$ cat src/rtl/fpc_pkg.sv
package fpc_pkg;

   // Selects how the left normalization shift is built.
   typedef enum logic {
      NORM_SHIFT = 1'b0,   // logarithmic barrel shifter, one stage
      NORM_MULT  = 1'b1    // multiply by a power of two, two stages
   } norm_kind_e;

   // Pipeline stages spent by each normalizer variant.
   function automatic int unsigned norm_stages(norm_kind_e kind);
      return (kind == NORM_MULT) ? 2 : 1;
   endfunction

endpackage

$ cat src/rtl/fpc_magnitude.sv
module fpc_magnitude #(
   parameter int unsigned IN_W = 16,
   localparam int unsigned MAG_W = IN_W - 1
) (
   input  logic             clk,
   input  logic             rst_n,
   input  logic             vld_i,
   input  logic [IN_W-1:0]  din_i,
   output logic             vld_o,
   output logic             sign_o,
   output logic [MAG_W-1:0] mag_o
);

   logic             sign_c;
   logic [MAG_W-1:0] mag_c;

   // Ones'-complement magnitude: flip the low bits with the sign.
   always_comb begin
      sign_c = din_i[IN_W-1];
      mag_c  = din_i[MAG_W-1:0] ^ {MAG_W{sign_c}};
   end

   always_ff @(posedge clk or negedge rst_n) begin
      if (!rst_n) begin
         vld_o  <= 1'b0;
         sign_o <= 1'b0;
         mag_o  <= '0;
      end else begin
         vld_o  <= vld_i;
         sign_o <= sign_c;
         mag_o  <= mag_c;
      end
   end

   // the registered magnitude relates to the input seen one cycle earlier.
   a_r4_magnitude_flip: assert property (@(posedge clk) disable iff (!rst_n)
      vld_o |-> (mag_o == ($past(din_i[MAG_W-1:0]) ^ {MAG_W{$past(din_i[IN_W-1])}})));

endmodule

$ cat src/rtl/fpc_lead_one.sv
module fpc_lead_one #(
   parameter int unsigned MAG_W      = 15,
   parameter int unsigned EXP_W      = 6,
   parameter int unsigned EXP_OFFSET = 18,
   localparam int unsigned IDX_W = (MAG_W > 1) ? $clog2(MAG_W) : 1
) (
   input  logic             clk,
   input  logic             rst_n,
   input  logic             vld_i,
   input  logic             sign_i,
   input  logic [MAG_W-1:0] mag_i,
   output logic             vld_o,
   output logic             sign_o,
   output logic [MAG_W-1:0] mag_o,
   output logic [IDX_W-1:0] idx_o,
   output logic             zero_o,
   output logic [EXP_W-1:0] exp_o
);

   logic [IDX_W-1:0] idx_c;
   logic             zero_c;
   logic [EXP_W-1:0] exp_c;

   // Priority search: the highest set bit wins.
   always_comb begin
      idx_c = '0;
      for (int i = 0; i < int'(MAG_W); i++) begin
         if (mag_i[i]) idx_c = IDX_W'(i);
      end
      zero_c = ~|mag_i;
      exp_c  = zero_c ? '0 : (EXP_W'(EXP_OFFSET) + EXP_W'(idx_c));
   end

   always_ff @(posedge clk or negedge rst_n) begin
      if (!rst_n) begin
         vld_o  <= 1'b0;
         sign_o <= 1'b0;
         mag_o  <= '0;
         idx_o  <= '0;
         zero_o <= 1'b1;
         exp_o  <= '0;
      end else begin
         vld_o  <= vld_i;
         sign_o <= sign_i;
         mag_o  <= mag_i;
         idx_o  <= idx_c;
         zero_o <= zero_c;
         exp_o  <= exp_c;
      end
   end

   // the reported index points at the top set bit of the magnitude.
   a_r5_index_is_top: assert property (@(posedge clk) disable iff (!rst_n)
      (vld_o && !zero_o) |-> ((mag_o >> idx_o) == MAG_W'(1)));

   // zero flag and reserved exponent agree.
   a_r6_zero_exp: assert property (@(posedge clk) disable iff (!rst_n)
      vld_o |-> (zero_o == (exp_o == '0)));

endmodule

$ cat src/rtl/fpc_normalizer.sv
module fpc_normalizer
   import fpc_pkg::*;
#(
   parameter int unsigned MAG_W     = 15,
   parameter int unsigned MAN_W     = 16,
   parameter int unsigned EXP_W     = 6,
   parameter norm_kind_e  NORM_KIND = NORM_SHIFT,
   localparam int unsigned IDX_W  = (MAG_W > 1) ? $clog2(MAG_W) : 1,
   localparam int unsigned NRM_W  = MAN_W + 1,
   localparam int unsigned SH_W   = $clog2(NRM_W),
   localparam int unsigned WORD_W = EXP_W + 1 + MAN_W
) (
   input  logic              clk,
   input  logic              rst_n,
   input  logic              vld_i,
   input  logic              sign_i,
   input  logic [MAG_W-1:0]  mag_i,
   input  logic [IDX_W-1:0]  idx_i,
   input  logic              zero_i,
   input  logic [EXP_W-1:0]  exp_i,
   output logic              vld_o,
   output logic [WORD_W-1:0] word_o
);

   logic [SH_W-1:0]  sh_c;
   logic [NRM_W-1:0] ext_c;

   // Distance that moves the leading one onto the hidden position.
   always_comb begin
      sh_c  = SH_W'(MAN_W) - SH_W'(idx_i);
      ext_c = NRM_W'(mag_i);
   end

   if (NORM_KIND == NORM_SHIFT) begin : g_barrel
      logic [NRM_W-1:0] lvl [SH_W+1];
      assign lvl[0] = ext_c;
      for (genvar k = 0; k < int'(SH_W); k++) begin : g_lvl
         assign lvl[k+1] = sh_c[k] ? (lvl[k] << (2**k)) : lvl[k];
      end

      always_ff @(posedge clk or negedge rst_n) begin
         if (!rst_n) begin
            vld_o  <= 1'b0;
            word_o <= '0;
         end else begin
            vld_o  <= vld_i;
            word_o <= zero_i ? '0 : {exp_i, sign_i, lvl[SH_W][MAN_W-1:0]};
         end
      end

      // a live nonzero operand arrives at the hidden one after shifting.
      a_r2_hidden_one: assert property (@(posedge clk) disable iff (!rst_n)
         (vld_i && !zero_i) |-> lvl[SH_W][MAN_W]);

   end else begin : g_mult
      logic [NRM_W-1:0] pow_c;
      logic [NRM_W-1:0] prod_q;
      logic [EXP_W-1:0] exp_q;
      logic             sign_q;
      logic             zero_q;
      logic             vld_q;

      assign pow_c = NRM_W'(1) << sh_c;

      always_ff @(posedge clk or negedge rst_n) begin
         if (!rst_n) begin
            prod_q <= '0;
            exp_q  <= '0;
            sign_q <= 1'b0;
            zero_q <= 1'b1;
            vld_q  <= 1'b0;
            vld_o  <= 1'b0;
            word_o <= '0;
         end else begin
            prod_q <= ext_c * pow_c;
            exp_q  <= exp_i;
            sign_q <= sign_i;
            zero_q <= zero_i;
            vld_q  <= vld_i;
            vld_o  <= vld_q;
            word_o <= zero_q ? '0 : {exp_q, sign_q, prod_q[MAN_W-1:0]};
         end
      end

      // the product carries the hidden one for every nonzero operand.
      a_r2_hidden_one: assert property (@(posedge clk) disable iff (!rst_n)
         (vld_q && !zero_q) |-> prod_q[MAN_W]);
   end

endmodule

$ cat src/rtl/int2cf_conv.sv
module int2cf_conv
   import fpc_pkg::*;
#(
   parameter int unsigned IN_W       = 16,
   parameter int unsigned MAN_W      = 16,
   parameter int unsigned EXP_W      = 6,
   parameter int unsigned EXP_OFFSET = 18,
   parameter norm_kind_e  NORM_KIND  = NORM_SHIFT,
   localparam int unsigned MAG_W   = IN_W - 1,
   localparam int unsigned IDX_W   = (MAG_W > 1) ? $clog2(MAG_W) : 1,
   localparam int unsigned WORD_W  = EXP_W + 1 + MAN_W,
   localparam int unsigned LATENCY = 2 + norm_stages(NORM_KIND),
   localparam int unsigned EXP_MAX = EXP_OFFSET + MAG_W - 1
) (
   input  logic              clk,
   input  logic              rst_n,
   input  logic              valid_in,
   input  logic [IN_W-1:0]   din,
   output logic              valid_out,
   output logic [WORD_W-1:0] dout
);

   // Elaboration checks on the parameter set.
   if (IN_W < 2) begin : g_bad_in
      $error("int2cf_conv: IN_W must be at least 2");
   end
   if (MAN_W < MAG_W) begin : g_bad_man
      $error("int2cf_conv: mantissa narrower than the magnitude");
   end
   if (EXP_OFFSET == 0) begin : g_bad_off
      $error("int2cf_conv: offset 0 collides with the zero code");
   end
   if (EXP_MAX >= (2 ** EXP_W)) begin : g_bad_exp
      $error("int2cf_conv: exponent field too narrow for the offset");
   end

   logic             s1_vld, s1_sign;
   logic [MAG_W-1:0] s1_mag;
   logic             s2_vld, s2_sign, s2_zero;
   logic [MAG_W-1:0] s2_mag;
   logic [IDX_W-1:0] s2_idx;
   logic [EXP_W-1:0] s2_exp;

   fpc_magnitude #(.IN_W(IN_W)) u_mag (
      .clk    (clk),
      .rst_n  (rst_n),
      .vld_i  (valid_in),
      .din_i  (din),
      .vld_o  (s1_vld),
      .sign_o (s1_sign),
      .mag_o  (s1_mag)
   );

   fpc_lead_one #(
      .MAG_W      (MAG_W),
      .EXP_W      (EXP_W),
      .EXP_OFFSET (EXP_OFFSET)
   ) u_lead (
      .clk    (clk),
      .rst_n  (rst_n),
      .vld_i  (s1_vld),
      .sign_i (s1_sign),
      .mag_i  (s1_mag),
      .vld_o  (s2_vld),
      .sign_o (s2_sign),
      .mag_o  (s2_mag),
      .idx_o  (s2_idx),
      .zero_o (s2_zero),
      .exp_o  (s2_exp)
   );

   fpc_normalizer #(
      .MAG_W     (MAG_W),
      .MAN_W     (MAN_W),
      .EXP_W     (EXP_W),
      .NORM_KIND (NORM_KIND)
   ) u_norm (
      .clk    (clk),
      .rst_n  (rst_n),
      .vld_i  (s2_vld),
      .sign_i (s2_sign),
      .mag_i  (s2_mag),
      .idx_i  (s2_idx),
      .zero_i (s2_zero),
      .exp_i  (s2_exp),
      .vld_o  (valid_out),
      .word_o (dout)
   );

   // Cycles since reset, saturating, so latency checks never look before reset.
   logic [3:0] since_rst;
   always_ff @(posedge clk or negedge rst_n) begin
      if (!rst_n) since_rst <= '0;
      else if (since_rst != 4'hF) since_rst <= since_rst + 4'd1;
   end

   // output strobe mirrors the input strobe a fixed number of cycles later.
   a_r7_fixed_latency: assert property (@(posedge clk) disable iff (!rst_n)
      (32'(since_rst) >= LATENCY) |-> (valid_out == $past(valid_in, LATENCY)));

   // reserved exponent forces the whole word to zero.
   a_r6_zero_word: assert property (@(posedge clk) disable iff (!rst_n)
      (valid_out && (dout[WORD_W-1 -: EXP_W] == '0)) |-> (dout == '0));

   // live exponents stay within the offset window.
   a_r5_exp_window: assert property (@(posedge clk) disable iff (!rst_n)
      (valid_out && (dout[WORD_W-1 -: EXP_W] != '0)) |->
         ((32'(dout[WORD_W-1 -: EXP_W]) >= EXP_OFFSET) &&
          (32'(dout[WORD_W-1 -: EXP_W]) <= EXP_MAX)));

   // sign field follows the sample's top bit.
   a_r3_sign_copy: assert property (@(posedge clk) disable iff (!rst_n)
      ((32'(since_rst) >= LATENCY) && valid_out && (dout[WORD_W-1 -: EXP_W] != '0))
         |-> (dout[MAN_W] == $past(din[IN_W-1], LATENCY)));

endmodule

$ cat config.mk
export PLATFORM = sky130hd
export DESIGN_NAME = int2cf_conv
export DESIGN_NICKNAME = d
export VERILOG_FILES = /design/src/rtl/fpc_pkg.sv /design/src/rtl/fpc_magnitude.sv /design/src/rtl/fpc_lead_one.sv /design/src/rtl/fpc_normalizer.sv /design/src/rtl/int2cf_conv.sv
export SDC_FILE = /design/constraint.sdc
export NUM_CORES = 1
export LEC_CHECK = 0
export BUFFER_PORTS_ARGS = -buffer_cell sky130_fd_sc_hd__buf_2
export CAP_MARGIN = 20
export CORE_ASPECT_RATIO = 0.9
export CORE_MARGIN = 8
export CORE_UTILIZATION = 45
export CTS_CLUSTER_DIAMETER = 30
export CTS_CLUSTER_SIZE = 16
export DETAILED_ROUTE_END_ITERATION = 7
export PLACE_DENSITY = 0.69
export SLEW_MARGIN = 15
export SYNTH_ARGS = -nofsm -noshare
export SYNTH_HDL_FRONTEND = slang
export SYNTH_SLANG_ARGS = --single-unit
$ cat constraint.sdc
create_clock -name clk -period 2.8 [get_ports clk]
set_clock_uncertainty 0.15 [all_clocks]
set_input_delay 0.14 -clock clk [delete_from_list [all_inputs] [get_ports clk]]
set_output_delay 0.14 -clock clk [all_outputs]
set_load 0.1 [all_outputs]
==> impl_metrics.env, run 1 <==
export IMPL_final_fill_count=507
export IMPL_fin_crit_ns=2.15
export IMPL_min_to="u_lead.vld_o"
export IMPL_min_path_type="flip-flop to flip-flop"
export IMPL_ys_warn_count=0
export IMPL_dr_first_iter_drc_count=68
export IMPL_cap_violations=0
export IMPL_postSynthAreaPerCell_sq_um=13.2
export IMPL_ff2ff_setup_slack_ns=0.65
export IMPL_synthesis_nets=232
export IMPL_dieHeight_um=90.4
export IMPL_netlist_instances=210
export IMPL_grt_use_total=0.116
export IMPL_fmax_ghz=0.466
export IMPL_cts_clk_slew_worst_paths_ns=0.07
export IMPL_wl_per_cell_um=12.7
export IMPL_grt_pass1_wl_mm=8.16
export IMPL_critPathArrivalTime_ns=2.26
export IMPL_cp_start_kind="flip-flop"
export IMPL_r2r_cells=6
export IMPL_ant_nets=0
export IMPL_overflow=0
export IMPL_dr_pass1_iters=4
export IMPL_dp_hpwl_mm=3.32
export IMPL_clk_latency_ns=0.34
export IMPL_layout_nets=299
export IMPL_hold_viol=0
export IMPL_r2r_end="u_norm.word_o[3]"
export IMPL_io_pin_count=43
export IMPL_slew_headroom=0.491
export IMPL_grt_pass1_vias=1782
export IMPL_cts_buffers=9
export IMPL_ys_seq_area_frac=0.625
export IMPL_wl_mm=4.51
export IMPL_diodes=0
export IMPL_htreeDepth=3
export IMPL_placement_rows=27
export IMPL_synth_distinct_cells=36
export IMPL_cts_root_buf="clkbuf_8"
export IMPL_slew_violations=0
export IMPL_critical_path_class="flip-flop to flip-flop"
export IMPL_placedCellCount=320
export IMPL_rr_startpoint="u_lead.idx_o[0]"
export IMPL_vdd_drop_max_v=0.000332
export IMPL_coreArea_sq_mm=0.00601
export IMPL_power_density_mw_per_mm2=1030
export IMPL_tritoncts="yes"
export IMPL_status="completed"
export IMPL_rsz0062_at_grt="false"
export IMPL_layout_commonest_cell="dfrtp_1"
export IMPL_leakage_nw=1.61
export IMPL_start_util=0.460
export IMPL_portBuffers=42
export IMPL_dr_total_vias=1691
export IMPL_ys_seq_elements=69
export IMPL_die_area_sq_mm=0.00891
export IMPL_hp_start="u_mag.vld_o"
export IMPL_die_x_um=98.6
export IMPL_layout_drive_gt1_share=0.270
export IMPL_grt_max_degree=36
export IMPL_critPathRequiredTime_ns=2.91
export IMPL_utilization=0.578
export IMPL_syn_area_sq_mm=0.00276
export IMPL_syn_to_final_growth_pct=25.7
export IMPL_antenna_found_initial=0
export IMPL_tightestPinTransition_ns=0.764
export IMPL_finalNonFillerCells=354
export IMPL_worstHoldPathCells=0
export IMPL_drc=0
export IMPL_cp_end_kind="flip-flop"
export IMPL_cts_buffer_depth=2
export IMPL_path_max_fanout=21
export IMPL_fin_crit_sh=0.766
export IMPL_post_cts_buffers=0
export IMPL_gp_congestion=0.798
export IMPL_viasPerCell=4.78
export IMPL_tns_ns=0
export IMPL_final_cell_mix="68 x dfrtp_1, 42 x buf_2, 20 x nor2_1"
export IMPL_numClockSinks=69
export IMPL_finalSetupViolations=0
worst max-delay path, stage by stage, from the launching register on:
cell and delay [ns]:
dfrtp_1 0.38, buf_4 0.22, or3_1 0.40, or3_1 0.31, a21o_1 0.29, nand2b_4 0.21, nor2_1 0.11
cell families (layout without fill, tap and decap cells):
kind of cell    after synthesis  in the layout  share of synthesized area
mux                          21             21                      0.109
xor+xnor                     16             16                     0.0534
buf+inv                      13             85                     0.0231
flops                        69             69                      0.625
fa+ha+maj                     3              3                     0.0136
compound gates               32             32                     0.0729
simple gates                 56             56                      0.103
worst max-delay path by stage:
stage,to,start,slack (ns)
6_report,u_norm.word_o[3],u_lead.idx_o[0],0.65
3_5_place_dp,u_norm.word_o[3],u_lead.idx_o[0],0.65
5_1_grt,u_norm.word_o[3],u_lead.idx_o[0],0.50
4_1_cts,u_norm.word_o[3],u_lead.idx_o[0],0.63
3_3_place_gp,u_norm.word_o[1],u_lead.idx_o[0],0.71
2_1_floorplan,u_norm.word_o[9],u_lead.idx_o[0],0.47
Yosys cell counts:
library cell	instances	area (sq um)
o31ai_1	4	30.0
mux2i_1	11	110
nor2b_1	11	68.8
inv_1	5	18.8
o211ai_1	1	7.51
nor4_1	1	6.26
nand2_1	9	33.8
nand3_1	2	10.0
buf_6	1	11.3
dfstp_2	1	26.3
nand2b_1	2	12.5
nor3_2	1	10.0
nor3_1	4	20.0
nand2b_4	1	13.8
a21oi_1	7	35.0
o21ai_0	5	25.0
xor2_2	1	16.3
o21a_1	2	15.0
mux2_1	1	11.3
a21o_1	1	7.51
nand3b_1	2	15.0
nor2_1	20	75.1
or3_1	2	12.5
clkbuf_1	1	3.75
mux2_2	2	22.5
o32ai_1	1	8.76
a211oi_1	2	15.0
o22ai_1	7	43.8
o21ai_1	1	5.00
a221oi_1	1	8.76
buf_2	6	30.0
dfrtp_1	68	1700
or2_2	1	6.26
ha_1	3	37.5
mux4_2	7	158
xor2_1	15	131
report_power, final:
part	total [W]	internal, W	switching, W	leakage, nW
Sequential	0.00123	0.00117	0.0000659	0.809
Clock	0.000905	0.000551	0.000354	0.116
Combinational	0.00143	0.000318	0.00111	0.687
Total	0.00357	0.00204	0.00153	1.61
what timing repair did:
action / in CTS / in global routing
hold buffers: 18 / 0
resized for setup: 0 / 0
hold endpoints to repair: 50 / 0
flip-flops by register name, indices dropped and copies added, names as in the netlist:
| register | cells |
|---|---|
| u_lead.sign_o | 1 |
| u_norm.word_o | 23 |
| u_mag.mag_o | 15 |
| u_mag.vld_o | 1 |
| u_lead.zero_o | 1 |
| u_lead.exp_o | 6 |
| u_lead.vld_o | 1 |
| u_lead.mag_o | 15 |
| u_mag.sign_o | 1 |
| u_lead.idx_o | 4 |
| u_norm.vld_o | 1 |
routing by layer:
metal | share of wire | global-route usage
met1 | 0.47 | 0.139
met2 | 0.43 | 0.168
met3 | 0.075 | 0.0539
met4 | 0.018 | 0.0651
met5 | 0 | 0
final cells by class:
| cell class | instances | area [sq um] | share of cell area |
|---|---|---|---|
| clock buffer | 11 | 151 | 0.0436 |
| tap | 72 | 90.1 | 0.0259 |
| clock inverter | 5 | 81.3 | 0.0234 |
| multi-input combinational | 128 | 972 | 0.280 |
| sequential | 69 | 1730 | 0.497 |
| inverter | 5 | 18.8 | 0.00540 |
| timing repair buffer | 64 | 433 | 0.125 |
per-stage QoR:
stage	total power (W)	hold slack [ns]	cell area [sq um]	worst slack, ns
global route	0.00375	0.211	3470	0.501
global placement	0.00266	0.0992	3060	0.707
floorplan	0.00243	-0.306	2760	0.473
CTS	0.00361	0.202	3470	0.631
finish	0.00357	0.198	3470	0.655
detailed placement	0.00267	0.0997	3060	0.653
No activity file was read; power rests on OpenSTA's default activity.
==> run 2, diff against run 1 <==
ABC_AREA = 1   (was unset)
PLACE_DENSITY = 0.71   (was 0.69)
clock period = 1.9 ns   (was 2.8 ns; I/O delays follow)
==> impl_metrics.env, run 2 <==
export IMPL_die_area_sq_mm=0.00920
export IMPL_tritoncts="yes"
export IMPL_final_fill_count=536
export IMPL_tightestPinTransition_ns=0.498
export IMPL_syn_to_final_growth_pct=27.8
export IMPL_swShare=0.431
export IMPL_critPathArrivalTime_ns=1.86
export IMPL_leakage_nw=1.87
export IMPL_fin_crit_sh=0.932
export IMPL_hold_viol=0
export IMPL_wl_mm=5.40
export IMPL_synth_edf_count=0
export IMPL_crit_start="u_mag.mag_o[3]"
export IMPL_wl_per_cell_um=11.8
export IMPL_synthesis_nets=315
export IMPL_fin_crit_ns=1.77
export IMPL_rr_startpoint="u_mag.mag_o[3]"
export IMPL_overflow=0
export IMPL_ant_nets=0
export IMPL_grt_use_total=0.131
export IMPL_rsz0062_at_grt="false"
export IMPL_synth_distinct_cells=32
export IMPL_power_density_mw_per_mm2=1480
export IMPL_cap_violations=0
export IMPL_worst_slack_ns=0.129
export IMPL_layout_nets=386
export IMPL_tns_ns=0
export IMPL_largest_register_ffs=23
export IMPL_synthTopCellsByCount="71 x nand2_1, 68 x dfrtp_1, 29 x inv_1"
export IMPL_io_pin_count=43
export IMPL_htreeDepth=3
export IMPL_p_int_w=0.00309
export IMPL_diodes=0
export IMPL_finalSetupViolations=0
export IMPL_post_cts_buffers=0
export IMPL_gp_congestion=0.877
export IMPL_layout_commonest_cell="nand2_1"
export IMPL_grt_pass1_vias=2058
export IMPL_grt_max_degree=30
export IMPL_numClockSinks=69
export IMPL_combPwrFrac=0.396
export IMPL_ys_flop_type="dfrtp_1"
export IMPL_fmax_ghz=0.565
export IMPL_dr_first_iter_drc_count=86
export IMPL_min_path_type="primary input to asynchronous set/reset pin"
export IMPL_dr_total_vias=2045
export IMPL_final_cell_mix="71 x nand2_1, 68 x dfrtp_1, 42 x buf_2"
export IMPL_drc=0
export IMPL_synthTopCellsByArea="dfrtp_1 59%, nand2_1 9.3%, xor2_1 4.6%"
export IMPL_slew_violations=0
export IMPL_layout_drive_gt1_share=0.230
export IMPL_die_x_um=100
export IMPL_ys_seq_elements=69
export IMPL_cts_clk_slew_worst_paths_ns=0.07
export IMPL_portBuffers=42
export IMPL_top_register="u_norm.word_o"
export IMPL_slew_headroom=0.670
export IMPL_critical_path_class="flip-flop to flip-flop"
export IMPL_status="completed"
export IMPL_dieHeight_um=91.8
export IMPL_p_clk_frac=0.272
export IMPL_placement_rows=27
export IMPL_netlist_instances=293
export IMPL_cts_buffer_depth=2
export IMPL_yosysMostFrequentCell="nand2_1"
export IMPL_synth_top_area_share=0.592
export IMPL_seqPwrFrac=0.333
export IMPL_cts_root_buf="clkbuf_8"
export IMPL_p_sw_w=0.00234
export IMPL_clk_latency_ns=0.34
export IMPL_dr_pass1_iters=4
export IMPL_post_place_ws_ns=0.120
export IMPL_vdd_drop_max_v=0.000516
export IMPL_antenna_found_initial=0
export IMPL_start_util=0.467
export IMPL_dp_hpwl_mm=3.96
export IMPL_synth_largest_area_cell="dfrtp_1"
export IMPL_critPathRequiredTime_ns=1.99
export IMPL_coreArea_sq_mm=0.00615
export IMPL_grt_pass1_wl_mm=9.44
export IMPL_ys_seq_area_frac=0.601
export IMPL_postSynthAreaPerCell_sq_um=9.80
export IMPL_path_max_fanout=3
export IMPL_ys_warn_count=0
export IMPL_syn_area_sq_mm=0.00287
export IMPL_cp_end_kind="flip-flop"
export IMPL_async_reset_ff_frac=1.00
export IMPL_cts_buffers=9
export IMPL_top_regs="u_norm.word_o (23), u_lead.mag_o (15), u_mag.mag_o (15)"
export IMPL_cp_start_kind="flip-flop"
export IMPL_viasPerCell=4.48
[run 2: kinds of logic after synthesis]
family                     Yosys count  synth area share
buffers and inverters               45            0.0723
muxes                                3            0.0105
AOI/OAI and AO/OA                   37            0.0706
DFF                                 69             0.601
and+or+nand+nor                    119             0.175
adders and majority gates            3            0.0131
xor gates and xnor gates            17            0.0571
[run 2: layer usage]
layer  global-route usage  up-vias  wire (um)  part of all wire
met5                    0        -          0                 0
met2                0.206       62       2490              0.46
li1                     -     1057          -                 -
met4               0.0679        0         86             0.016
met1                0.158      917       2440              0.45
met3               0.0393        9        384             0.071
[run 2: layout make-up]
cell class	count	area [sq um]	share of cell area
Inverter	33	131	0.0358
Multi-Input combinational cell	179	950	0.259
Sequential cell	69	1730	0.471
Clock inverter	5	106	0.0290
Tap cell	87	109	0.0297
Clock buffer	11	151	0.0412
Timing Repair Buffer	72	495	0.135
[run 2: critical path, stage by stage, from the launching register on]
cell	delay, ns
dfrtp_1	0.40
o21ai_0	0.17
nand3_1	0.08
nand2_1	0.06
nand2_1	0.04
a31o_2	0.23
ha_1	0.19
ha_1	0.26
inv_1	0.05
nor2_1	0.03
[run 2: power groups by stage]
stage	Combinational [W]	Sequential, W	Clock, W
after CTS	0.00214	0.00181	0.00150
after detailed placement	0.00211	0.00184	0
final	0.00215	0.00181	0.00148
after global routing	0.00229	0.00183	0.00157
after floorplan	0.000574	0.00299	0
after global placement	0.00209	0.00183	0
[run 2: worst paths after layout]
path,depth (start not counted),to,slack [ns]
worst max-delay path,9,u_lead.exp_o[3],0.13
worst min-delay path,3,u_lead.mag_o[12],0.17
worst max register to register,9,u_lead.exp_o[3],0.13
worst min register to register,0,u_lead.vld_o,0.21
max in group asynchronous,3,u_lead.mag_o[14],0.71
min in group clk,0,u_lead.vld_o,0.21
[run 2: timing repair]
| action | 4_1_cts | 5_1_grt |
|---|---|---|
| endpoints found under the setup margin | 0 | 6 |
| gates resized for setup | 0 | 4 |
| hold buffers | 19 | 0 |
| hold endpoints to repair | 85 | 0 |
[run 2: through the flow]
stage	hold slack [ns]	util	cells	total power, W	area, sq um
global route	0.191	0.597	456	0.00570	3670
finish	0.166	0.597	456	0.00543	3670
global placement	-0.179	0.522	421	0.00392	3210
detailed placement	-0.177	0.522	421	0.00395	3210
floorplan	-0.351	-	293	0.00357	2880
CTS	0.172	0.595	456	0.00545	3660
==> run 3, diff against run 2 <==
PLACE_DENSITY = 0.7   (was 0.71)
==> impl_metrics.env, run 3 (same netlist as run 2, synthesis figures left out) <==
export IMPL_cts_buffers=9
export IMPL_dieHeight_um=91.8
export IMPL_p_int_w=0.00287
export IMPL_largest_register_ffs=23
export IMPL_crit_path_end="u_lead.exp_o[3]"
export IMPL_crit_slowest_cell="dfrtp_1"
export IMPL_p_clk_frac=0.238
export IMPL_ant_nets=0
export IMPL_critPathMaxStageDelay_ns=0.39
export IMPL_numClockSinks=69
export IMPL_top_register="u_norm.word_o"
export IMPL_antenna_found_initial=0
export IMPL_dr_first_iter_drc_count=105
export IMPL_status="completed"
export IMPL_fmax_ghz=0.561
export IMPL_layout_nets=386
export IMPL_die_area_sq_mm=0.00920
export IMPL_final_cell_area_sq_mm=0.00361
export IMPL_fin_crit_sh=0.939
export IMPL_htreeDepth=3
export IMPL_crit_family="adder cells"
export IMPL_seqPwrFrac=0.349
export IMPL_wl_per_cell_um=11.8
export IMPL_multiInputGateArea_sq_um=940
export IMPL_cp_depth=9
export IMPL_final_cell_mix="71 x nand2_1, 68 x dfrtp_1, 42 x buf_2"
export IMPL_final_fill_count=537
export IMPL_cp_end_kind="flip-flop"
export IMPL_die_x_um=100
export IMPL_crit_chain="o21ai_1 -> nand3_1 -> nand2_1 -> nand2_1 -> a31o_2 -> ha_1 -> ha_1 -> inv_1 -> nor2_1"
export IMPL_post_cts_buffers=0
export IMPL_rr_startpoint="u_mag.mag_o[3]"
export IMPL_grt_max_degree=70
export IMPL_coreArea_sq_mm=0.00615
export IMPL_cts_clk_slew_worst_paths_ns=0.07
export IMPL_vdd_drop_max_v=0.000515
export IMPL_slew_headroom=0.671
export IMPL_syn_to_final_growth_pct=25.5
export IMPL_fin_crit_ns=1.78
export IMPL_tritoncts="yes"
export IMPL_start_util=0.467
export IMPL_dp_hpwl_mm=3.76
export IMPL_crit_start="u_mag.mag_o[3]"
export IMPL_viasPerCell=4.50
export IMPL_place_area_sq_mm=0.00322
export IMPL_regArea_sq_mm=0.00173
export IMPL_swShare=0.446
export IMPL_placement_rows=27
export IMPL_grt_pass1_wl_mm=9.58
export IMPL_path_max_fanout=3
export IMPL_portBuffers=42
export IMPL_critical_path_class="flip-flop to flip-flop"
export IMPL_hold_viol=0
export IMPL_p_sw_w=0.00231
export IMPL_overflow=0
export IMPL_cp_start_kind="flip-flop"
export IMPL_tns_ns=0
export IMPL_critPathArrivalTime_ns=1.87
export IMPL_leakage_nw=1.84
export IMPL_cts_root_buf="clkbuf_8"
export IMPL_rsz0062_at_grt="false"
export IMPL_wl_mm=5.36
export IMPL_ff2ff_setup_slack_ns=0.12
export IMPL_power_density_mw_per_mm2=1440
export IMPL_grt_use_total=0.133
export IMPL_slew_violations=0
export IMPL_diodes=0
export IMPL_clk_latency_ns=0.34
export IMPL_dr_total_vias=2046
export IMPL_dr_pass1_iters=4
export IMPL_min_path_type="primary input to asynchronous set/reset pin"
export IMPL_drc=0
export IMPL_cap_violations=0
export IMPL_io_pin_count=43
export IMPL_combPwrFrac=0.413
export IMPL_layout_drive_gt1_share=0.226
export IMPL_finalSetupViolations=0
export IMPL_layout_commonest_cell="nand2_1"
export IMPL_gp_congestion=0.850
export IMPL_top_regs="u_norm.word_o (23), u_lead.mag_o (15), u_mag.mag_o (15)"
export IMPL_cts_buffer_depth=2
export IMPL_r2r_end="u_lead.exp_o[3]"
export IMPL_grt_pass1_vias=2137
export IMPL_crit_buf_inv=1
export IMPL_tightestPinTransition_ns=0.496
export IMPL_critPathRequiredTime_ns=1.99
export IMPL_r2r_cells=9
-- run 3: final cells by class --
type | count | share of cell area
multi-input cells | 179 | 0.261
inverters | 33 | 0.0364
repair buffers | 72 | 0.137
clock buffers | 11 | 0.0364
clock inverters | 4 | 0.0205
well taps | 87 | 0.0302
flip-flops and latches | 69 | 0.479
-- run 3: power by group through the flow --
stage,clock network [W],registers [W],logic (W)
global placement,0,0.00183,0.00210
floorplan,0,0.00299,0.000574
global route,0.00136,0.00183,0.00228
CTS,0.00128,0.00181,0.00214
finish,0.00123,0.00181,0.00214
detailed placement,0,0.00184,0.00211
-- run 3: how the worst min path moves through the flow --
stage                     start           endpoint  slack, ns
final                     rst_n  u_norm.word_o[12]       0.15
after global routing      rst_n   u_norm.word_o[4]       0.18
after CTS                 rst_n  u_norm.word_o[12]       0.16
after detailed placement  rst_n   u_norm.word_o[6]      -0.01
after global placement    rst_n   u_norm.word_o[6]      -0.01
after floorplan           rst_n    u_lead.exp_o[0]      -0.35
-- run 3: metal layers --
metal / vias to the layer above / wire length [um] / GRT usage
li1: 1051 / - / -
met1: 928 / 2330 / 0.144
met2: 63 / 2580 / 0.222
met3: 4 / 387 / 0.0589
met4: 0 / 53 / 0.0566
met5: - / 0 / 0
-- run 3: repair_timing --
item | 4_1_cts | 5_1_grt
endpoints found under the setup margin | 0 | 5
hold buffers | 18 | 0
endpoints found under the hold margin | 86 | 0
resized for setup | 0 | 3
-- run 3: worst min-delay path: stages --
cell	delay [ns]
dlygate4sd3_1	0.52
buf_2	0.12
buf_12	0.29
-- run 3: metrics by stage --
| stage | hold WS (ns) | power, W | util | cells | setup slack (ns) |
|---|---|---|---|---|---|
| floorplan | -0.351 | 0.00357 | - | 293 | 0.0276 |
| global placement | -0.0122 | 0.00393 | 0.523 | 422 | 0.153 |
| detailed placement | -0.00975 | 0.00395 | 0.523 | 422 | 0.0964 |
| CTS | 0.158 | 0.00523 | 0.586 | 455 | 0.0700 |
| global route | 0.177 | 0.00547 | 0.586 | 455 | 0.00512 |
| finish | 0.146 | 0.00518 | 0.586 | 455 | 0.117 |
